$ cat src/rtl/acq_pkg.sv
package acq_pkg;
    typedef enum logic [1:0] {
        ST_IDLE = 2'd0,
        ST_ACQ  = 2'd1,
        ST_CONV = 2'd2,
        ST_READ = 2'd3
    } acq_state_t;
endpackage

$ cat src/rtl/acq_rate_div.sv
module acq_rate_div #(
    parameter int DIV_W = 8
) (
    input  logic             clk_i,
    input  logic             rst_ni,
    input  logic             run_i,
    input  logic [DIV_W-1:0] period_i,
    output logic             tick_o
);
    logic [DIV_W-1:0] cnt_q;

    assign tick_o = run_i && (cnt_q >= period_i);

    always_ff @(posedge clk_i) begin
        if (!rst_ni || !run_i) begin
            cnt_q <= '0;
        end else if (tick_o) begin
            cnt_q <= '0;
        end else begin
            cnt_q <= cnt_q + DIV_W'(1);
        end
    end
endmodule

$ cat src/rtl/acq_cell_ptr.sv
module acq_cell_ptr #(
    parameter int ROWS = 8,
    parameter int COLS = 8,
    parameter int TS_W = 16,
    localparam int ROW_W = $clog2(ROWS),
    localparam int COL_W = $clog2(COLS)
) (
    input  logic             clk_i,
    input  logic             rst_ni,
    input  logic             adv_i,
    output logic [ROW_W-1:0] row_o,
    output logic [COL_W-1:0] col_o,
    output logic [TS_W-1:0]  stamp_o
);
    localparam logic [ROW_W-1:0] ROW_LAST = ROW_W'(ROWS - 1);
    localparam logic [COL_W-1:0] COL_LAST = COL_W'(COLS - 1);

    logic [ROW_W-1:0] row_q;
    logic [COL_W-1:0] col_q;
    logic [TS_W-1:0]  stamp_q;

    always_ff @(posedge clk_i) begin
        if (!rst_ni) begin
            row_q   <= '0;
            col_q   <= '0;
            stamp_q <= '0;
        end else if (adv_i) begin
            stamp_q <= stamp_q + TS_W'(1);
            if (col_q == COL_LAST) begin
                col_q <= '0;
                row_q <= (row_q == ROW_LAST) ? '0 : row_q + ROW_W'(1);
            end else begin
                col_q <= col_q + COL_W'(1);
            end
        end
    end

    assign row_o   = row_q;
    assign col_o   = col_q;
    assign stamp_o = stamp_q;

    // column steps by one inside a row
    a_r4_col_step: assert property (@(posedge clk_i) disable iff (!rst_ni)
        (adv_i && col_q != COL_LAST) |=> (col_q == $past(col_q) + COL_W'(1) && row_q == $past(row_q)));
    // no write, no movement
    a_r4_hold: assert property (@(posedge clk_i) disable iff (!rst_ni)
        !adv_i |=> ($stable(col_q) && $stable(row_q)));
    // stamp follows writes
    a_r5_stamp_step: assert property (@(posedge clk_i) disable iff (!rst_ni)
        adv_i |=> stamp_q == $past(stamp_q) + TS_W'(1));
endmodule

$ cat src/rtl/acq_sat_cnt.sv
module acq_sat_cnt #(
    parameter int W = 4
) (
    input  logic         clk_i,
    input  logic         rst_ni,
    input  logic         inc_i,
    output logic [W-1:0] cnt_o
);
    localparam logic [W-1:0] TOP = {W{1'b1}};
    logic [W-1:0] cnt_q;

    always_ff @(posedge clk_i) begin
        if (!rst_ni) begin
            cnt_q <= '0;
        end else if (inc_i && cnt_q != TOP) begin
            cnt_q <= cnt_q + W'(1);
        end
    end

    assign cnt_o = cnt_q;

    // saturation holds
    a_r10_saturate: assert property (@(posedge clk_i) disable iff (!rst_ni)
        cnt_q == TOP |=> cnt_q == TOP);
    // each miss below the top is counted
    a_r10_count: assert property (@(posedge clk_i) disable iff (!rst_ni)
        (inc_i && cnt_q != TOP) |=> cnt_q == $past(cnt_q) + W'(1));
endmodule

$ cat src/rtl/acq_ctrl.sv
module acq_ctrl
    import acq_pkg::*;
#(
    parameter int ROWS   = 8,
    parameter int COLS   = 8,
    parameter int TS_W   = 16,
    parameter int EV_W   = 8,
    parameter int MISS_W = 4,
    parameter int DIV_W  = 8,
    parameter int CAL_W  = 10
) (
    input  logic                     clk_i,
    input  logic                     rst_ni,
    input  logic                     start_i,
    input  logic                     stop_i,
    input  logic                     rearm_i,
    input  logic                     trig_mode_i,
    input  logic                     trig_int_i,
    input  logic                     trig_ext_i,
    input  logic [DIV_W-1:0]         rate_i,
    input  logic                     cal_en_i,
    input  logic [CAL_W-1:0]         cal_amp_i,
    input  logic                     conv_done_i,
    input  logic                     rd_ack_i,
    output logic [1:0]               state_o,
    output logic                     wr_en_o,
    output logic [$clog2(ROWS)-1:0]  wr_row_o,
    output logic [$clog2(COLS)-1:0]  wr_col_o,
    output logic [$clog2(ROWS)-1:0]  rd_row_o,
    output logic [$clog2(COLS)-1:0]  rd_col_o,
    output logic                     conv_start_o,
    output logic                     cal_pulse_o,
    output logic [CAL_W-1:0]         cal_amp_o,
    output logic [TS_W-1:0]          time_stamp_o,
    output logic [EV_W-1:0]          event_id_o,
    output logic [MISS_W-1:0]        miss_cnt_o
);
    localparam int ROW_W = $clog2(ROWS);
    localparam int COL_W = $clog2(COLS);

    acq_state_t state_q, state_d;
    logic       trig_sel, tick, in_acq, enter_acq, enter_conv;
    logic [EV_W-1:0]  event_q;
    logic             conv_start_q, cal_pulse_q;
    logic [CAL_W-1:0] cal_amp_q;
    logic [ROW_W-1:0] row_w;
    logic [COL_W-1:0] col_w;

    assign trig_sel   = trig_mode_i ? trig_ext_i : trig_int_i;
    assign in_acq     = (state_q == ST_ACQ);
    assign enter_acq  = (state_d == ST_ACQ) && !in_acq;
    assign enter_conv = (state_d == ST_CONV) && in_acq;

    // next-state logic
    always_comb begin
        state_d = state_q;
        unique case (state_q)
            ST_IDLE: if (start_i)     state_d = ST_ACQ;
            ST_ACQ: begin
                if (trig_sel)         state_d = ST_CONV;
                else if (stop_i)      state_d = ST_IDLE;
            end
            ST_CONV: if (conv_done_i) state_d = ST_READ;
            ST_READ: if (rd_ack_i)    state_d = rearm_i ? ST_ACQ : ST_IDLE;
            default:                  state_d = ST_IDLE;
        endcase
    end

    // state register
    always_ff @(posedge clk_i) begin
        if (!rst_ni) state_q <= ST_IDLE;
        else         state_q <= state_d;
    end

    // registered outputs
    always_ff @(posedge clk_i) begin
        if (!rst_ni) begin
            event_q      <= '0;
            conv_start_q <= 1'b0;
            cal_pulse_q  <= 1'b0;
            cal_amp_q    <= '0;
        end else begin
            conv_start_q <= enter_conv;
            cal_pulse_q  <= enter_acq && cal_en_i;
            if (enter_acq)  cal_amp_q <= cal_amp_i;
            if (enter_conv) event_q   <= event_q + EV_W'(1);
        end
    end

    acq_rate_div #(.DIV_W(DIV_W)) u_div (
        .clk_i    (clk_i),
        .rst_ni   (rst_ni),
        .run_i    (in_acq),
        .period_i (rate_i),
        .tick_o   (tick)
    );

    acq_cell_ptr #(.ROWS(ROWS), .COLS(COLS), .TS_W(TS_W)) u_ptr (
        .clk_i   (clk_i),
        .rst_ni  (rst_ni),
        .adv_i   (wr_en_o),
        .row_o   (row_w),
        .col_o   (col_w),
        .stamp_o (time_stamp_o)
    );

    acq_sat_cnt #(.W(MISS_W)) u_miss (
        .clk_i  (clk_i),
        .rst_ni (rst_ni),
        .inc_i  (trig_sel && !in_acq),
        .cnt_o  (miss_cnt_o)
    );

    // newest written cell is the one before the write pointer
    always_comb begin
        if (col_w == '0) begin
            rd_col_o = COL_W'(COLS - 1);
            rd_row_o = (row_w == '0) ? ROW_W'(ROWS - 1) : row_w - ROW_W'(1);
        end else begin
            rd_col_o = col_w - COL_W'(1);
            rd_row_o = row_w;
        end
    end

    assign wr_en_o      = tick && in_acq;
    assign wr_row_o     = row_w;
    assign wr_col_o     = col_w;
    assign state_o      = state_q;
    assign conv_start_o = conv_start_q;
    assign cal_pulse_o  = cal_pulse_q;
    assign cal_amp_o    = cal_amp_q;
    assign event_id_o   = event_q;

    // convert is held until the digitiser reports done
    a_r8_conv_hold: assert property (@(posedge clk_i) disable iff (!rst_ni)
        (state_q == ST_CONV && !conv_done_i) |=> state_q == ST_CONV);
    // start strobe lasts one cycle and only in convert
    a_r8_start_pulse: assert property (@(posedge clk_i) disable iff (!rst_ni)
        conv_start_q |-> (state_q == ST_CONV) ##1 !conv_start_q);
    // readout is held until acknowledged
    a_r9_read_hold: assert property (@(posedge clk_i) disable iff (!rst_ni)
        (state_q == ST_READ && !rd_ack_i) |=> state_q == ST_READ);
    // entering convert counts one event
    a_r6_event_step: assert property (@(posedge clk_i) disable iff (!rst_ni)
        (state_q == ST_CONV && $past(state_q) == ST_ACQ) |-> event_q == $past(event_q) + EV_W'(1));
    // calibration pulse only on the first acquire cycle
    a_r11_cal_first: assert property (@(posedge clk_i) disable iff (!rst_ni)
        cal_pulse_q |-> (state_q == ST_ACQ && $past(state_q) != ST_ACQ));
endmodule

$ cat config.mk
export PLATFORM = sky130hd
export DESIGN_NAME = acq_ctrl
export DESIGN_NICKNAME = d
export VERILOG_FILES = /design/src/rtl/acq_pkg.sv /design/src/rtl/acq_rate_div.sv /design/src/rtl/acq_cell_ptr.sv /design/src/rtl/acq_sat_cnt.sv /design/src/rtl/acq_ctrl.sv
export SDC_FILE = /design/constraint.sdc
export NUM_CORES = 1
export LEC_CHECK = 0
export BUFFER_PORTS_ARGS = -buffer_cell sky130_fd_sc_hd__buf_2
export CORE_MARGIN = 10
export CORE_UTILIZATION = 51
export DETAILED_ROUTE_END_ITERATION = 8
export GPL_TIMING_DRIVEN = 0
export PLACE_DENSITY = 0.91
export SYNTH_ARGS = -nofsm -noshare
export SYNTH_HDL_FRONTEND = slang
export SYNTH_SLANG_ARGS = --single-unit
$ cat constraint.sdc
create_clock -name clk_i -period 2.4 [get_ports clk_i]
set_input_delay 0.12 -clock clk_i [delete_from_list [all_inputs] [get_ports clk_i]]
set_output_delay 0.12 -clock clk_i [all_outputs]
set_load 0.02 [all_outputs]
==> metrics <==
outcome=completed; synth warn=0; clk buf depth=2; met2 wire len=3520 µm; num rows=26; CP Launch Type=flop; Detail Route Antenna Nets=0; sequential fraction of the synthesis area=39.9%; clock input transition at the sequential cells of the worst setup and hold paths=100 ps; GRT Util Overall=17.1%; wl on met1=3060 µm; mapped cell area=2810 µm²; count leader, synth=dfxtp_1; setup_tns=0 ps; gp weighted congestion=0.885; CP Max Fanout=6; I/O pin cnt=84; metal3 WL=735 µm; pre-CTS WS=-186 ps; 1st-iter DRT viols=122; Min-Delay Path Class=in -> reg; EDFF count, synth=0; Final setup viols=0; largest stage delay on the critical path=500 ps; crit-path cells=inv_1, ha_1, nand2b_1, a2111o_1, a21oi_4, buf_8, nor2_1, buf_2; hold bufs inserted after CTS=0; Fin Clk Skew=12.2 ps; fin. max-slew vios=0; vias=2688; fmax=0.429 GHz; final hold violation count=0; Distinct cells, synth=39; FF+latch count, synth=56; Die X=94.2 µm; unrepaired setup endpoints after global routing=yes; CTS Sinks=56; initial core utilization=53.6%; H-Tree Depth=2; Worst Path Buf+Inv=3; top_reg_cell synth=dfxtp_1; WP data arrival=2210 ps; Slew Limit Headroom=56.2%; HP Start=cal_en_i; synth cell count leaders=dfxtp_1, nor2_1, a21oi_1; Area Overhead vs Synth=24.4%; synthesized area per cell=8.70 µm²; vias per inst=5.52; critical path startpoint=u_div.cnt_q[0]; final worst-path cycle share=97.2%; TritonCTS buffer count=5; CTS Root Cell=clkbuf_8; Synth Instances=323; critical path data required time=2280 ps; top post-synthesis cells by area=dfxtp_1, ha_1, mux2i_1, nor2_1, a21oi_1; share of cells above drive strength 1=25.4%; core area=5240 µm²; Async SR Flop Fraction=0%; kind of critical path=reg -> out; Top Metal Used=met4; CP max-delay cell=a2111o_1; Die Ht=94.2 µm; Antenna diodes=0; Clk Latency, worst-skew pair=310 ps; leakage=1.53 nW; Die ar.=8880 µm²; setup ws final=67.7 ps; critical path endpoint category=primary output; cell accounting for the most synthesized area=dfxtp_1; maximum number of pins on one net before global-route repair=20; Synth top area share=39.9%; number of global-route vias before repair=2811; DP HPWL=5650 µm; pwr/cell area=535 nW/µm²; Worst Tran Pin Value=652 ps; cell family with most CP delay=compound AO/OA/AOI/OAI gates; # port buffers=83; first-pass iteration count of the detailed router=4; FF-to-FF Start=u_div.cnt_q[0]; minimum clock period after layout=2330 ps; GRT overflow=0; Total Wirelength=7460 µm; Post-layout nets=465; DRC viols=0; CTS tree=yes; first-pass GRT wire length=12600 µm; Fin Hold WS=47.8 ps; WL/cell=15.3 µm; Max-Cap Viols=0; syn nets=372; initial antenna violation count=0; worst vdd ir=0.376 mV
==> worst register-to-register path: cells and delay by family (launching register included) <==
kind,cells,cell delay [ps]
compound gates,4,1000
fa+ha+maj,1,260
buf+inv,3,450
flops,1,390
simple gates,1,140
==> area by class of cell <==
cell class / instances / area, µm²
clock buffer: 7 / 96.3
fill: 427 / 1740
buffer: 13 / 80.1
timing repair buffer: 88 / 453
sequential: 56 / 1120
inverter: 18 / 67.6
tap: 70 / 87.6
clock inverter: 1 / 30.0
multi-input combinational: 234 / 1560
==> repair_timing <==
| item | 4_1_cts | 5_1_grt |
|---|---|---|
| gates cloned | 0 | 0 |
| pin swaps | 2 | 1 |
| gates resized for setup | 4 | 4 |
| buffers inserted | 1 | 4 |
| setup endpoints to repair | 14 | 10 |
==> cells by family (layout without fill, tap and decap cells) <==
logic type	count (synthesis)	after routing	share of synthesized area, %
AOI/OAI and AO/OA	58	58	12.6
xor gates and xnor gates	16	16	4.99
adders and majority gates	20	20	8.91
buffers and inverters	33	127	5.12
DFF	56	56	39.9
muxes	18	18	6.41
and+or+nand+nor	122	122	22.0
==> flip-flops by register name, indices dropped and copies added, names as in the netlist <==
| signal | flops |
|---|---|
| u_ptr.stamp_o | 16 |
| conv_start_o | 1 |
| cal_pulse_o | 1 |
| event_id_o | 8 |
| cal_amp_o | 10 |
| state_o | 2 |
| u_ptr.row_o | 3 |
| u_ptr.col_o | 3 |
| u_div.cnt_q | 8 |
| u_miss.cnt_o | 4 |
==> cells in the final DEF (no fill, tap or decap), drive strengths merged, types with 6 or more instances in the layout <==
master	count
a21oi	26
and3	6
buf	92
clkbuf	16
dfxtp	56
ha	20
inv	17
mux2i	18
nand2	24
nand2b	7
nand3	17
nand4	6
nor2	35
o21ai	14
o31ai	8
or4	11
xor2	12
==> power by group <==
| part | leakage (nW) | internal [W] | switching, W |
|---|---|---|---|
| clock | 0.0645 | 0.000369 | 0.000305 |
| combinational | 1.01 | 0.0000863 | 0.000133 |
| sequential | 0.454 | 0.000954 | 0.0000216 |
| total | 1.53 | 0.00141 | 0.000460 |
==> layer usage <==
metal | vias up | GRT usage, %
met3 | 20 | 6.71
met2 | 108 | 28.5
met4 | 0 | 6.33
li1 | 1323 | -
met1 | 1237 | 19.1
met5 | - | 0
==> through the flow <==
| step | cell area [µm²] | cells | utilization, % | total power (W) |
|---|---|---|---|---|
| after floorplan | 2810 | 323 | - | 0.00113 |
| after global placement | 3310 | 476 | 63.2 | 0.00120 |
| after detailed placement | 3310 | 476 | 63.2 | 0.00121 |
| after CTS | 3460 | 484 | 66.0 | 0.00187 |
| after global routing | 3490 | 487 | 66.7 | 0.00194 |
| final | 3490 | 487 | 66.7 | 0.00187 |
==> final timing paths <==
| path | to | slack [ps] | cells after the start |
|---|---|---|---|
| hold / removal | cal_pulse_o | 50 | 2 |
| hold reg to reg | u_div.cnt_q[0] | 460 | 1 |
| setup / recovery | wr_en_o | 70 | 8 |
| setup reg to reg | u_ptr.stamp_o[12] | 90 | 9 |
(Power assumes the default switching activity.)
